[config.mk]
export PLATFORM = sky130hd
export DESIGN_NAME = cfg_xlate_bridge
export DESIGN_NICKNAME = d
export VERILOG_FILES = /design/src/rtl/cfg_xlate_pkg.sv /design/src/rtl/cfg_lsb_find.sv /design/src/rtl/cfg_addr_xlate.sv /design/src/rtl/cfg_irq_swizzle.sv /design/src/rtl/cfg_xlate_bridge.sv
export SDC_FILE = /design/constraint.sdc
export NUM_CORES = 1
export LEC_CHECK = 0
export ABC_AREA = 1
export BUFFER_PORTS_ARGS = -buffer_cell sky130_fd_sc_hd__buf_2
export CORE_MARGIN = 5
export CORE_UTILIZATION = 50
export DETAILED_ROUTE_END_ITERATION = 16
export PLACE_DENSITY = 0.84
export RECOVER_POWER = 50
export SLEW_MARGIN = 20
export SYNTH_ARGS = -nofsm -noshare
export SYNTH_HDL_FRONTEND = slang
export SYNTH_HIERARCHICAL = 1
export SYNTH_SLANG_ARGS = --single-unit
[constraint.sdc]
create_clock -name clk -period 2.9 [get_ports clk]
set_input_delay 0.435 -clock clk [delete_from_list [all_inputs] [get_ports clk]]
set_output_delay 0.435 -clock clk [all_outputs]
set_load 0.01 [all_outputs]
[src/rtl/cfg_xlate_pkg.sv]
package cfg_xlate_pkg;
  localparam int DATA_W = 32;
  localparam int DEV_W  = 5;
  localparam int FN_W   = 3;
  localparam int DEV_LSB = 11;
  localparam int NLINE  = 4;

  typedef enum logic {ST_IDLE, ST_WAIT} st_t;

  function automatic logic [DATA_W-1:0] size_mask(input logic [1:0] sz);
    case (sz)
      2'd0:    size_mask = 32'h0000_00FF;
      2'd1:    size_mask = 32'h0000_FFFF;
      default: size_mask = 32'hFFFF_FFFF;
    endcase
  endfunction
endpackage

[src/rtl/cfg_lsb_find.sv]
module cfg_lsb_find #(
  parameter int W = 21,
  localparam int PW = $clog2(W)
) (
  input  logic [W-1:0]  vec,
  output logic [PW-1:0] pos,
  output logic          found
);
  always_comb begin
    found = 1'b0;
    pos   = '0;
    for (int i = W - 1; i >= 0; i--) begin
      if (vec[i]) begin
        found = 1'b1;
        pos   = PW'(i);
      end
    end
  end
endmodule

[src/rtl/cfg_addr_xlate.sv]
module cfg_addr_xlate
  import cfg_xlate_pkg::*;
(
  input  logic [31:0] idx,
  input  logic [2:0]  off,
  output logic [31:0] addr,
  output logic        no_dev
);
  localparam int SEL_W = 32 - DEV_LSB;
  localparam int PW    = $clog2(SEL_W);

  logic [PW-1:0]    pos;
  logic             found;
  logic [DEV_W-1:0] dev;

  cfg_lsb_find #(.W(SEL_W)) u_find (
    .vec   (idx[31:DEV_LSB]),
    .pos   (pos),
    .found (found)
  );

  always_comb begin
    dev    = found ? DEV_W'(pos) + DEV_W'(DEV_LSB) : '1;
    no_dev = 1'b0;
    if (idx[31]) begin
      addr = {idx[31:2], off[1:0]};
    end else if (idx[0]) begin
      addr = {idx[31:3], off};
    end else begin
      addr   = {16'h0, dev, idx[10:8], idx[7:3], off};
      no_dev = !found;
    end
  end
endmodule

[src/rtl/cfg_irq_swizzle.sv]
module cfg_irq_swizzle
  import cfg_xlate_pkg::*;
#(
  parameter int NSLOT = 8
) (
  input  logic                   clk,
  input  logic                   rst,
  input  logic [NSLOT*NLINE-1:0] irq_in,
  output logic [NLINE-1:0]       irq_out
);
  logic [NLINE-1:0] nxt;

  always_comb begin
    nxt = '0;
    for (int s = 0; s < NSLOT; s++)
      for (int p = 0; p < NLINE; p++)
        nxt[(s + p) % NLINE] = nxt[(s + p) % NLINE] | irq_in[s*NLINE + p];
  end

  always_ff @(posedge clk) begin
    if (rst) irq_out <= '0;
    else     irq_out <= nxt;
  end
endmodule

[src/rtl/cfg_xlate_bridge.sv]
module cfg_xlate_bridge
  import cfg_xlate_pkg::*;
#(
  parameter int ADDR_W = 13,
  parameter int NSLOT  = 8,
  localparam int SEL   = ADDR_W - 1
) (
  input  logic                   clk,
  input  logic                   rst,
  input  logic                   bus_valid,
  input  logic                   bus_write,
  input  logic [ADDR_W-1:0]      bus_addr,
  input  logic [1:0]             bus_size,
  input  logic [DATA_W-1:0]      bus_wdata,
  output logic [DATA_W-1:0]      bus_rdata,
  output logic                   bus_done,
  output logic                   cfg_req,
  output logic                   cfg_wr,
  output logic [31:0]            cfg_addr,
  output logic [1:0]             cfg_size,
  output logic [DATA_W-1:0]      cfg_wdata,
  input  logic                   cfg_ready,
  input  logic [DATA_W-1:0]      cfg_rdata,
  input  logic [NSLOT*NLINE-1:0] irq_in,
  output logic [NLINE-1:0]       irq_out
);
  st_t         state;
  logic [31:0] idx_q;
  logic [1:0]  lane_q;
  logic [31:0] xl_addr;
  logic        xl_no_dev;
  logic        accept;

  cfg_addr_xlate u_xlate (
    .idx    (idx_q),
    .off    (bus_addr[2:0]),
    .addr   (xl_addr),
    .no_dev (xl_no_dev)
  );

  cfg_irq_swizzle #(.NSLOT(NSLOT)) u_irq (
    .clk     (clk),
    .rst     (rst),
    .irq_in  (irq_in),
    .irq_out (irq_out)
  );

  assign accept = (state == ST_IDLE) && bus_valid && !bus_done;

  always_ff @(posedge clk) begin
    if (rst) begin
      state     <= ST_IDLE;
      idx_q     <= '0;
      lane_q    <= '0;
      bus_rdata <= '0;
      bus_done  <= 1'b0;
      cfg_req   <= 1'b0;
      cfg_wr    <= 1'b0;
      cfg_addr  <= '0;
      cfg_size  <= '0;
      cfg_wdata <= '0;
    end else begin
      bus_done <= 1'b0;
      if (accept) begin
        if (!bus_addr[SEL]) begin
          if (bus_write) idx_q <= bus_wdata;
          else           bus_rdata <= idx_q;
          bus_done <= 1'b1;
        end else if (xl_no_dev) begin
          if (!bus_write) bus_rdata <= '1;
          bus_done <= 1'b1;
        end else begin
          cfg_req   <= 1'b1;
          cfg_wr    <= bus_write;
          cfg_addr  <= xl_addr;
          cfg_size  <= bus_size;
          cfg_wdata <= (bus_wdata >> {bus_addr[1:0], 3'b000}) & size_mask(bus_size);
          lane_q    <= bus_addr[1:0];
          state     <= ST_WAIT;
        end
      end else if (state == ST_WAIT && cfg_ready) begin
        cfg_req  <= 1'b0;
        bus_done <= 1'b1;
        if (!cfg_wr)
          bus_rdata <= (cfg_rdata & size_mask(cfg_size)) << {lane_q, 3'b000};
        state <= ST_IDLE;
      end
    end
  end
endmodule

==> results of run 1 <==
[Yosys cell counts]
cell	instances	share of area
nand2_1	268	0.14
dfxtp_1	139	0.40
nor2_1	127	0.068
inv_1	93	0.050
o21ai_0	86	0.061
nand3_1	84	0.060
a21oi_1	69	0.049
a22o_1	32	0.040
clkbuf_1	23	0.012
o21ai_1	23	0.016
buf_2	22	0.016
buf_4	21	0.022
buf_6	9	0.014
o31ai_1	9	0.0096
inv_2	4	0.0021
nor2_4	3	0.0048
o22ai_1	3	0.0027
nand3b_4	2	0.0057
nand4_1	2	0.0018
nor2_2	2	0.0018
nor4_1	2	0.0018
or2_2	2	0.0018
a211oi_1	1	0.0011
a21oi_2	1	0.0012
a21oi_4	1	0.0023
a31oi_1	1	0.00089
buf_1	1	0.00053
clkinv_2	1	0.00071
ha_1	1	0.0018
mux2_2	1	0.0016
nand2_2	1	0.00089
nand2_4	1	0.0016
nand3_2	1	0.0014
nor2_8	1	0.0028
o211ai_1	1	0.0011
o21bai_1	1	0.0011
or2_1	1	0.00089
xor2_1	1	0.0012
[critical path, stage by stage (launching register included)]
cell	delay (ns)
dfxtp_1	0.38
nor4_1	0.39
inv_1	0.11
nor2_1	0.14
nand3_1	0.12
nor2_1	0.18
inv_1	0.08
nand2_1	0.15
nor2_8	0.08
nand2_2	0.08
clkinv_2	0.22
buf_4	0.29
a22o_1	0.20
[sequential cells by signal, indices dropped and copies added, names as in the netlist]
name,count
bus_done,1
bus_rdata,32
cfg_addr,32
cfg_size,2
cfg_wdata,32
cfg_wr,1
idx_q,32
lane_q,2
state,1
u_irq/irq_out,4
[how the worst min path moves through the flow]
stage / end / slack (ns) / cells past startpoint
floorplan: idx_q[1] / 0.47 / 2
global placement: cfg_wdata[16] / 0.43 / 2
detailed placement: cfg_wdata[10] / 0.44 / 2
CTS: idx_q[2] / 0.24 / 3
global route: idx_q[2] / 0.25 / 3
finish: idx_q[2] / 0.25 / 3
[per-layer routing]
layer  GRT usage  share of wire  vias up
li1            -              -     3704
met4       0.127          0.045        2
met2       0.417           0.47      355
met3      0.0643          0.084       74
met1       0.316           0.40     3297
met5           0        0.00051        -
[logic make-up after synthesis]
family                   count (synthesis)  share of synthesized area
AO/OA/AOI/OAI                          228                      0.186
XOR/XNOR                                 1                    0.00125
adder cells (fa/ha/maj)                  1                    0.00178
buffers and inverters                  174                      0.118
flip-flops                             139                      0.396
multiplexers                             1                    0.00160
AND/OR/NAND/NOR                        497                      0.296
[cell type report]
| class | instances | area share |
|---|---|---|
| diodes | 2 | 0.000593 |
| clock buffers | 20 | 0.0541 |
| clock inverters | 12 | 0.0139 |
| inverters | 98 | 0.0437 |
| multi-input cells | 728 | 0.405 |
| flip-flops and latches | 139 | 0.330 |
| well taps | 180 | 0.0267 |
| repair buffers | 229 | 0.126 |
[power by group through the flow]
stage	combinational, mW	sequential (mW)	clock [mW]
final	0.974	2.09	2.08
after global routing	1.09	2.10	2.19
after CTS	0.986	2.09	2.09
after detailed placement	0.977	2.13	0
after global placement	0.964	2.13	0
after floorplan	0.647	2.15	0
[through the flow]
step / utilization / worst slack [ns] / area, sq um / instances / hold slack, ns
after floorplan: - / 0.778 / 7040 / 1041 / 0.469
after global placement: 0.579 / 0.577 / 8010 / 1374 / 0.435
after detailed placement: 0.579 / 0.452 / 8010 / 1374 / 0.443
after CTS: 0.621 / 0.391 / 8580 / 1406 / 0.241
after global routing: 0.610 / 0.145 / 8440 / 1408 / 0.254
final: 0.610 / 0.348 / 8440 / 1408 / 0.251
==> metrics.txt, run 1 <==
run status complete, no violations; Final Hold Vio Count 0; Die Height between 100 and 150 microns; remaining number of nets flagged by the antenna check after routing 0; die area roughly 17000 sq um; combined area of the multi-input logic cells 3420 sq um; end of the worst register-to-register path cfg_addr[23]; Power Dens Cells 610 nW/um^2; vias per inst around 5.3; initial core utilization 0.509; number of warning messages in the yosys log 6; DR pass1 iterations 8; via count of the first global-routing pass approximately 6900; number of gates resized after cts 0; wire length of the first global-routing pass ~34000 microns; cell area after synthesis ~7000 sq um; overflow left after global routing 0; number of nets in the finished design between 1000 and 1500; Critical path origin idx_q[13]; Syn Nets 1158; reg2reg start idx_q[13]; Max IR drop VDD 0.000541 V; Synth Register Bits between 100 and 150; critical path class flip-flop to flip-flop; overall power of the completed layout a little over 5 mW; total of fill cells in the finished design between 1000 and 1500; Least-Margin Pin Slew around 1.5 ns; vias after detailed routing between 7000 and 8000; most common cell after layout, fill and taps aside nand2_1; Synth-to-Final Area Change 20.0%; die outline width about 130 microns; required time of the critical path ~3.2 ns; Setup crit end cfg_addr[23]; worst-case clock buffer depth 2; time the worst path needs with I/O delays and setup around 2.6 ns; # Post-CTS Setup Buffers 0; FF-to-FF setup slack ~0.35 ns; final worst-path cycle share 0.880; proportion of power drawn by the clock network 0.404; Cells after Synth around 1000; layout cell share with drive strength beyond 1 0.140; commonest cells after routing, fill and taps aside nand2_1, dfxtp_1, nor2_1; Cell variety after synth 38; number of failing setup endpoints in the final timing report 0; max-slew violation total from the final report 0; post-synthesis average cell area 6.76 sq um; highest attainable clock frequency 392 MHz; combined global-route utilization of all metal layers 0.256; residual DRC count 0; internal portion of total power around 3.6 mW; switching share of power 0.305; area of the core between 10000 and 15000 sq um; largest net degree at the start of global routing 66; Relative slew margins 0.0178; combinational power share 0.189; clock-pin transition on the worst setup and hold timing paths approximately 0.060 ns; number of sinks handled by clock tree synthesis approximately 140; clock network latency to the later pin of the worst-skew pair approximately 0.42 ns; hold path start bus_wdata[2]; r2r worst-path depth 12; placement row count 43; total wirelength of the detailed-routed design approximately 22000 microns; clock root buffer clkbuf_16; Final GP Congestion ~0.94; first-iteration detailed-routing DRC count about 820; startpoint class of the critical path flip-flop; worst clock skew 0.00748 ns; total I/O pin count 221; Crit. End Element flip-flop; average wire per cell in the routed design approximately 15 microns; maximum fanout encountered on the critical timing path 21; kind of path behind the tightest hold check input pin to flip-flop; sequential share of the synthesized area 0.396; count of input and output buffers between 200 and 250; Seq. cell area approximately 2800 sq um; number of CTS-inserted buffers 17; hold buffers post-CTS 0; proportion of power drawn by flip-flops and latches 0.407; CTS tree built; CTS H-tree lvls 4; number of antenna violations at the first check in global routing 3; net switching component of the power 1.57 mW; count of max-cap constraint violations 0; dpl hpwl approximately 16000 microns; unrepaired setup endpoints after global routing false; arrival time worst endpoint approximately 2.9 ns; Static Leak between 3 and 4 nW; accumulated negative setup slack 0 ns
(Power assumes the default switching activity.)
==> run 2: changes to the inputs <==
==> constraint.sdc (replaced) <==
create_clock -name clk -period 2.9 [get_ports clk]
set_input_delay 0.58 -clock clk [delete_from_list [all_inputs] [get_ports clk]]
set_output_delay 0.58 -clock clk [all_outputs]
set_load 0.01 [all_outputs]
==> metrics.txt, run 2 (synthesis gave the netlist of run 1 again) <==
dpl hpwl 16200 microns; most common cell after layout, fill and taps aside nand2_1; placed standard-cell area 8030 sq um; final standard cell utilization of the core 0.618; commonest cells after routing, fill and taps aside nand2_1, dfxtp_1, nor2_1; max-slew violation total from the final report 0; hold-critical path depth 3; overflow left after global routing 0; final worst-path cycle share 0.876; # Post-CTS Setup Buffers 0; maximum fanout encountered on the critical timing path 33; worst-case clock buffer depth 2; DR pass1 iterations 13; die outline width 129 microns; initial core utilization 0.509; total wirelength of the detailed-routed design roughly 22000 microns; run status complete, no violations; CTS H-tree lvls 4; residual DRC count 0; Final GP Congestion between 0.9 and 1; FF-to-FF setup slack around 0.36 ns; worst clock skew approximately 0.009 ns; clock-pin transition on the worst setup and hold timing paths 0.06 ns; highest attainable clock frequency 393 MHz; via count of the first global-routing pass a little under 7000; die area approximately 17000 sq um; first-iteration detailed-routing DRC count 745; post-route cell area approximately 8500 sq um; Min-Delay Endpoint idx_q[2]; number of sinks handled by clock tree synthesis between 100 and 150; wire length of the first global-routing pass around 34000 microns; critical path class flip-flop to flip-flop; arrival time worst endpoint between 2 and 3 ns; CTS tree built; cell type of the slowest stage on the worst timing path clkbuf_1; clock network latency to the later pin of the worst-skew pair approximately 0.43 ns; required time of the critical path 3.25 ns; unrepaired setup endpoints after global routing false; clock root buffer clkbuf_16; reg2reg start state; remaining number of nets flagged by the antenna check after routing 0; number of antenna violations at the first check in global routing 3; Synth-to-Final Area Change 21.4%; r2r worst-path depth 6; total I/O pin count 221; number of nets in the finished design approximately 1300; Max IR drop VDD ~0.0005 V; vias per inst around 5.3; Static Leak roughly 3.8 nW; cells along the critical path inv_1 -> nand3b_1 -> nor2_4 -> clkbuf_1 -> o21ai_0 -> a21oi_1; startpoint class of the critical path flip-flop; hold buffers post-CTS 0; vias after detailed routing 7508; layout cell share with drive strength beyond 1 0.141; final setup margin between 0.3 and 0.4 ns; post-placement worst setup slack approximately 0.49 ns; kind of path behind the tightest hold check input pin to flip-flop; Least-Margin Pin Slew roughly 1.2 ns; end of the worst register-to-register path idx_q[26]; average wire per cell in the routed design 15.9 microns; hold path start bus_wdata[2]; number of gates resized after cts 0; Crit path largest cell delay between 0.8 and 0.9 ns; Final Hold Vio Count 0; number of failing setup endpoints in the final timing report 0; largest net degree at the start of global routing 42; Crit. End Element flip-flop; time the worst path needs with I/O delays and setup ~2.5 ns; number of CTS-inserted buffers 17; Power Dens Cells approximately 640 nW/um^2; Relative slew margins 0.219; count of input and output buffers ~210; Critical path origin state; count of max-cap constraint violations 0; overall power of the completed layout approximately 5.5 mW; area of the core 13800 sq um; combined global-route utilization of all metal layers 0.263; accumulated negative setup slack 0 ns; Die Height ~130 microns; placement row count 43
==> run 2: cell types whose count changed in the layout (fill, tap and decap cells not counted), sizes merged <==
cell      delta
clkinv       -3
clkinvlp     -3
bufinv       +4
buf          +2
==> run 2: final cells by class <==
type                       count  area (sq um)
timing repair buffer         230          1090
clock inverter                10           186
tap                          180           225
antenna                        2          5.00
sequential                   139          2780
clock buffer                  21           470
fill                        1301          5280
multi-input combinational    728          3420
inverter                      98           369
==> run 2: worst max path at each step <==
stage	cells after the start	slack (ns)	end
global placement	12	0.62	cfg_addr[11]
floorplan	27	0.78	cfg_addr[15]
global route	6	0.11	idx_q[28]
finish	6	0.36	idx_q[26]
CTS	12	0.46	cfg_addr[15]
detailed placement	12	0.49	cfg_addr[25]
==> run 2: critical path: cells and delay by family, from the launching register on <==
kind	cells	cell delay, ns
AO/OA/AOI/OAI	2	0.38
flip-flops	1	0.34
buffers and inverters	2	1.09
AND/OR/NAND/NOR	2	0.64
==> run 2: metal layers <==
| metal | track usage | vias up | wire (microns) |
|---|---|---|---|
| met1 | 0.318 | 3316 | 8860 |
| met5 | 0 | - | 7 |
| met4 | 0.154 | 2 | 1130 |
| met2 | 0.425 | 397 | 10400 |
| li1 | - | 3702 | - |
| met3 | 0.0660 | 91 | 2000 |
==> run 2: stage by stage <==
stage                     hold slack, ns  instances
after global routing               0.422       1408
after CTS                          0.391       1406
after global placement             0.436       1375
final                              0.401       1408
after detailed placement           0.442       1375
after floorplan                    0.469       1041
==> run 2: where the power goes <==
group / internal (mW) / leakage (nW) / switching [mW]
logic: 0.338 / 2.39 / 0.648
registers: 2.02 / 1.13 / 0.0774
clock network: 1.59 / 0.312 / 0.823
total: 3.94 / 3.83 / 1.55
